### src/rtl/stair_pkg.sv
package stair_pkg;
  // Default geometry shared by the phase counter and the comparator.
  localparam int unsigned STAIR_CNT_W  = 8;
  localparam int unsigned STAIR_STEP_W = 4;

  // Encoded decision of one clock, kept together so the top can forward it.
  typedef enum logic {
    GATE_OFF = 1'b0,
    GATE_ON  = 1'b1
  } gate_state_e;
endpackage

### src/rtl/stair_phase_cnt.sv
module stair_phase_cnt #(
  parameter int unsigned CNT_W  = stair_pkg::STAIR_CNT_W,
  parameter int unsigned STEP_W = stair_pkg::STAIR_STEP_W
) (
  input  logic              clk,
  input  logic              rst,
  output logic [STEP_W-1:0] step_cur,
  output logic [STEP_W-1:0] step_nxt,
  output logic              wrap_stb
);
  localparam int unsigned TOP = CNT_W - 1;

  logic [CNT_W-1:0] cnt_q;
  logic [CNT_W-1:0] cnt_inc;

  assign cnt_inc = cnt_q + 1'b1;

  always_ff @(posedge clk) begin
    if (rst) begin
      cnt_q    <= '0;
      wrap_stb <= 1'b0;
    end else begin
      cnt_q    <= cnt_inc;
      wrap_stb <= (cnt_q == {CNT_W{1'b1}});
    end
  end

  // The index now shown, and the index that the next edge will show.
  assign step_cur = cnt_q[TOP -: STEP_W];
  assign step_nxt = rst ? '0 : cnt_inc[TOP -: STEP_W];
endmodule

### src/rtl/stair_level_map.sv
module stair_level_map #(
  parameter int unsigned STEP_W = stair_pkg::STAIR_STEP_W
) (
  input  logic [STEP_W-1:0] step,
  output logic [STEP_W-1:0] level
);
  // (2^W - 1) - k equals the bitwise inverse of k, so no subtractor is needed.
  for (genvar i = 0; i < STEP_W; i++) begin : g_bit
    assign level[i] = ~step[i];
  end
endmodule

### src/rtl/stair_gate_cmp.sv
module stair_gate_cmp #(
  parameter int unsigned STEP_W = stair_pkg::STAIR_STEP_W
) (
  input  logic                     clk,
  input  logic                     rst,
  input  logic signed [STEP_W:0]   fb_code,
  input  logic        [STEP_W-1:0] level_nxt,
  output logic                     gate_q
);
  import stair_pkg::*;

  logic signed [STEP_W:0] level_s;
  gate_state_e            decide;

  assign level_s = $signed({1'b0, level_nxt});
  assign decide  = (fb_code < level_s) ? GATE_ON : GATE_OFF;

  always_ff @(posedge clk) begin
    if (rst) gate_q <= 1'b0;
    else     gate_q <= decide;
  end
endmodule

### src/rtl/staircase_duty_cmp.sv
module staircase_duty_cmp #(
  parameter int unsigned CNT_W  = stair_pkg::STAIR_CNT_W,
  parameter int unsigned STEP_W = stair_pkg::STAIR_STEP_W
) (
  input  logic                   clk,
  input  logic                   rst,
  input  logic signed [STEP_W:0] fb_code,
  output logic                   gate_en,
  output logic [STEP_W-1:0]      step_idx,
  output logic                   period_stb
);
  logic [STEP_W-1:0] step_nxt;
  logic [STEP_W-1:0] level_nxt;

  stair_phase_cnt #(.CNT_W(CNT_W), .STEP_W(STEP_W)) u_cnt (
    .clk      (clk),
    .rst      (rst),
    .step_cur (step_idx),
    .step_nxt (step_nxt),
    .wrap_stb (period_stb)
  );

  stair_level_map #(.STEP_W(STEP_W)) u_map (
    .step  (step_nxt),
    .level (level_nxt)
  );

  stair_gate_cmp #(.STEP_W(STEP_W)) u_cmp (
    .clk       (clk),
    .rst       (rst),
    .fb_code   (fb_code),
    .level_nxt (level_nxt),
    .gate_q    (gate_en)
  );
endmodule

### config.mk
export PLATFORM = sky130hd
export DESIGN_NAME = staircase_duty_cmp
export DESIGN_NICKNAME = d
export VERILOG_FILES = /design/src/rtl/stair_pkg.sv /design/src/rtl/stair_phase_cnt.sv /design/src/rtl/stair_level_map.sv /design/src/rtl/stair_gate_cmp.sv /design/src/rtl/staircase_duty_cmp.sv
export SDC_FILE = /design/constraint.sdc
export NUM_CORES = 1
export LEC_CHECK = 0
export BUFFER_PORTS_ARGS = -buffer_cell sky130_fd_sc_hd__buf_2
export CAP_MARGIN = 30
export CORE_MARGIN = 2
export CORE_UTILIZATION = 30
export DETAILED_ROUTE_END_ITERATION = 10
export GPL_TIMING_DRIVEN = 1
export SYNTH_ARGS = -nofsm -noshare
export SYNTH_HDL_FRONTEND = slang
export SYNTH_SLANG_ARGS = --single-unit
### constraint.sdc
create_clock -name clk -period 2.2 [get_ports clk]
set_input_delay 0.22 -clock clk [delete_from_list [all_inputs] [get_ports clk]]
set_output_delay 0.22 -clock clk [all_outputs]
set_load 0.1 [all_outputs]
# Word-level counts from Yosys, hierarchy flattened
# Cells that the tools add are included.
[op_classes] add_sub_neg=1 magnitude_cmp=1 eq_ne=1 n_mux=2 bitwise_logic=4
[ops] operator="$add A8 B1 Y8 const B" count=1
[ops] operator="$eq A8 B8 Y1 const B" count=1
[ops] operator="$lt A5 B5 Y1" count=1
[ops] operator="$mux W4" count=1
[ops] operator="$not A1 Y1" count=4
[ops] operator="$mux W1" count=1
[word_totals] register_bits=10 inputBits=7 output_inout_bits=6 elab_cells=12

# Logic depth before layout (Yosys ltp)
[logic_depth] word_depth=5 mapped_depth=8 depth_no_buf=8

# Modules after synthesis
# Synthesis repeated with hierarchy kept, for this count alone.
[hier_totals] cells_unflattened=63 hier_area_um2=516.7
[modules_own_cells] mod="stair_phase_cnt" instances=1 cells_per_inst=45 area_each_um2=391.6 seq_area_each_um2=180.2
[modules_own_cells] mod="stair_gate_cmp" instances=1 cells_per_inst=14 area_each_um2=110.1 seq_area_each_um2=20.0
[modules_own_cells] mod="stair_level_map" instances=1 cells_per_inst=4 area_each_um2=15.0 seq_area_each_um2=0.0

# Least setup slack after synthesis
# OpenSTA, ideal clock, no wires.
[synth_timing] kind="register to register" startpoint="reg u_cnt.cnt_q[0]" endpoint="reg u_cmp.gate_q" setup_time_ps=82 arrival_time_ps=2018 required_time_ps=2118 path_slack_ps=100 path_stages_with_launch=9 path_buffers=0 period_less_slack_ps=2100 cell_sequence="dfxtp_1 -> ha_1 -> nand2_1 -> or3_1 -> a21oi_1 -> ha_1 -> a21o_1 -> a2111o_1 -> o221ai_1"
[synth_between] elab_chain_cells=5 word_cells_on_any_way=8 classes_between="add/sub (1); order compare (1); mux (2); bitwise (4)"
[synth_lines] element="start: declaration" line_no="stair_phase_cnt.sv:13" source="logic [CNT_W-1:0] cnt_q;"
[synth_lines] element="start signal: assignment" line_no="stair_phase_cnt.sv:23" source="cnt_q <= cnt_inc;"
[synth_lines] element="$add A8 B1 Y8 (*)" line_no="stair_phase_cnt.sv:16" source="assign cnt_inc = cnt_q + 1'b1;"
[synth_lines] element="$mux W4 (*)" line_no="stair_phase_cnt.sv:30" source="assign step_nxt = rst ? '0 : cnt_inc[TOP -: STEP_W];"
[synth_lines] element="$not A1 Y1" line_no="stair_level_map.sv:9" source="assign level[i] = ~step[i];"
[synth_lines] element="$lt A5 B5 Y1 (*)" line_no="stair_gate_cmp.sv:16" source="assign decide = (fb_code < level_s) ? GATE_ON : GATE_OFF;"
[synth_lines] element="$mux W1 (*)" line_no="stair_gate_cmp.sv:16"
[synth_lines] element="end signal: assignment" line_no="stair_gate_cmp.sv:20" source="else gate_q <= decide;"
[synth_lines] element="end: declaration" line_no="stair_gate_cmp.sv:8" source="output logic gate_q"
# Mark *: on every way between the ends. The rest lies on a longest branch, timed or not.
# A chain may end at the register's enable or synchronous reset.

# Final worst setup path
# Ends and elaborated chain as after synthesis.

==> flow_summary.toml <==
[outcome]
status = "complete, no violations"

[detailed_routing]
drt_iter0_drc = 6
vias = 420
post_drt_wl_per_cell_um = 10.6
drt-pass1-iter-count = 4
wl_met2_um = 380
wl_met1_um = 433
ant_nets = 0
route.met3.wl_um = 76
highest_layer = "met3"
vias_per_cell = 5.00
drcViolationCount = 0
drt-total-wl_um = 890

[sta]
drv_slew = 0
fin_hold_ws_ns = 0.264
fin_crit_sh = 0.957
fmaxAchievable_ghz = 0.475
worst_pin_slew_ns = 0.485
slew_headroom = 0.679
rsz0062_at_grt = "false"
tns_ns = 0
skew_ns = 0.00298
post-route-min-period_ns = 2.11
finalSetupViolations = 0
hold_viol = 0

[global_routing]
grt_pass1_vias = 366
antenna_found_initial = 0
grt_first_pass_wirelength_um = 1520
grt_max_degree = 17
overflow = 0
track_usage = 0.110

[die]
rows = 14
initial_core_util = 0.325
die-height_um = 44.9
ioPinCount = 13
fp.dieW_um = 44.9
coreArea_um2 = 1540
dieArea_um2 = 2020

[final_layout]
drive_gt1_frac = 0.441
final_nets = 81
design_area_um2 = 631
register_area_um2 = 204
n_fill_cell = 173
antennaDiodeCount = 0
multi_input_area_um2 = 290
syn2layout_area_growth_pct = 25.7

[setup_path]
crit_path_max_fanout = 5
end_kind = "register"
crit_required_ns = 2.39
worstPathArrival_ns = 2.29
worst-setup-path-type = "reg2reg"
r2r_start = "u_cnt.cnt_q[0]"
startpoint = "u_cnt.cnt_q[0]"
startpoint_type = "register"

[synth]
yosysMostFrequentCell = "dfxtp_1"
async_reset_ff_frac = 0
synth_area_leader_cell = "dfxtp_1"
yosys_warnings = 0
ys_seq_elements = 10
synth_cells = 54
netlist_top_cells_count = "dfxtp_1, a21oi_1, buf_4, ha_1, nor2_1"
netlist_area_um2 = 502
synth-edff-count = 0
synth_top_area_share = 0.399
synth.distinct_cells = 23
syn_avg_cell_area_um2 = 9.29
syn_nets = 65
netlist_top_cells_area = "dfxtp_1, ha_1, a21oi_1"
ys_seq_area_frac = 0.399
ys_dominant_reg_cell = "dfxtp_1"

[power_and_ir_drop]
peakVddDrop_v = 0.000275
p_comb_frac = 0.116
cellLeakagePower_nw = 0.279
seqPwrFrac = 0.542
swShare = 0.244
powerDensity_nw_per_um2 = 562
switching_power_uw = 86.4
internal_power_uw = 268
power_uw = 354
pwr-share-clk = 0.342

[clock_tree]
insertion_delay_ns = 0.26
path_clk_slew_ns = 0.06
htreeDepth = 1
cts_tree = "done"
cts_setup_buffers = 0
numCtsBuffers = 3
clock_path_buffers = 2
clock_sinks = 10
root_buffer = "clkbuf_4"

[placement]
place_area_um2 = 578
gp_congestion = 0.666
dp_hpwl_um = 659
io_buffers = 12

[worst_hold_path]
hp-start = "fb_code[4]"
hold_path_class = "in2reg"

[job]
cap_violations = 0
layer usage:
metal | up-vias | global-route usage
met5 | - | 0
li1 | 223 | -
met4 | 0 | 0.0529
met3 | 0 | 0.0720
met1 | 184 | 0.136
met2 | 13 | 0.145
logic make-up (layout without fill, tap and decap cells):
kind of cell               count (synthesis)  count (layout)  synth area share
and+or+nand+nor                           18              18             0.202
buffers and inverters                      6              20            0.0748
xor gates and xnor gates                   2               2            0.0349
adders and majority gates                  4               4            0.0998
muxes                                      1               1            0.0224
DFF                                       10              10             0.399
AOI/OAI and AO/OA                         13              13             0.167
state kept, by name (all words and copies together) (netlist names):
register,flops
u_cmp.gate_q,1
u_cnt.cnt_q,8
u_cnt.wrap_stb,1
final timing paths:
path              slack, ns              to  cells after the start
setup / recovery       0.09    u_cmp.gate_q                      8
hold reg to reg        0.49  u_cnt.wrap_stb                      2
hold / removal         0.26    u_cmp.gate_q                      3
setup reg to reg       0.09    u_cmp.gate_q                      8
metrics by stage:
stage                     cells  utilization  setup slack (ns)
after floorplan              54            -            0.0999
after global placement       81        0.375            0.0574
after detailed placement     81        0.375            0.0321
after CTS                    84        0.390            0.0251
after global routing         84        0.409           0.00417
final                        84        0.409            0.0936
layout by cell type (no fill, tap or decap), drive strengths merged, types with 2 or more instances in the layout:
| cell type | instances |
|---|---|
| or3 | 3 |
| dfxtp | 10 |
| clkbuf | 3 |
| a21oi | 6 |
| nand3 | 3 |
| ha | 4 |
| nor2 | 4 |
| nor2b | 2 |
| o21ai | 3 |
| nand2 | 2 |
| a2111o | 2 |
| buf | 16 |
timing repair:
item,CTS,global route
gates resized for setup,0,9
setup endpoints to repair,0,1
hold buffers,0,0
power by group through the flow:
stage | logic, mW | clock network, mW | registers [mW]
after global routing | 0.0457 | 0.138 | 0.193
after global placement | 0.0388 | 0 | 0.195
final | 0.0409 | 0.121 | 0.192
after CTS | 0.0396 | 0.130 | 0.191
after detailed placement | 0.0393 | 0 | 0.195
after floorplan | 0.0147 | 0 | 0.206
layout make-up:
cell class | count | area share
clock buffers | 3 | 0.0357
inverters | 1 | 0.00595
multi-input cells | 38 | 0.460
flip-flops and latches | 10 | 0.323
well taps | 16 | 0.0317
repair buffers | 16 | 0.143
critical path, stage by stage (launching register included):
cell and delay [ns]:
dfxtp_2 0.33, buf_4 0.11, nand3_2 0.12, or3_4 0.40, a21oi_2 0.16, ha_1 0.26, and4b_1 0.20, a2111o_1 0.40
o221ai_2 0.06
Note: power is estimated with default switching activity, not from simulation.
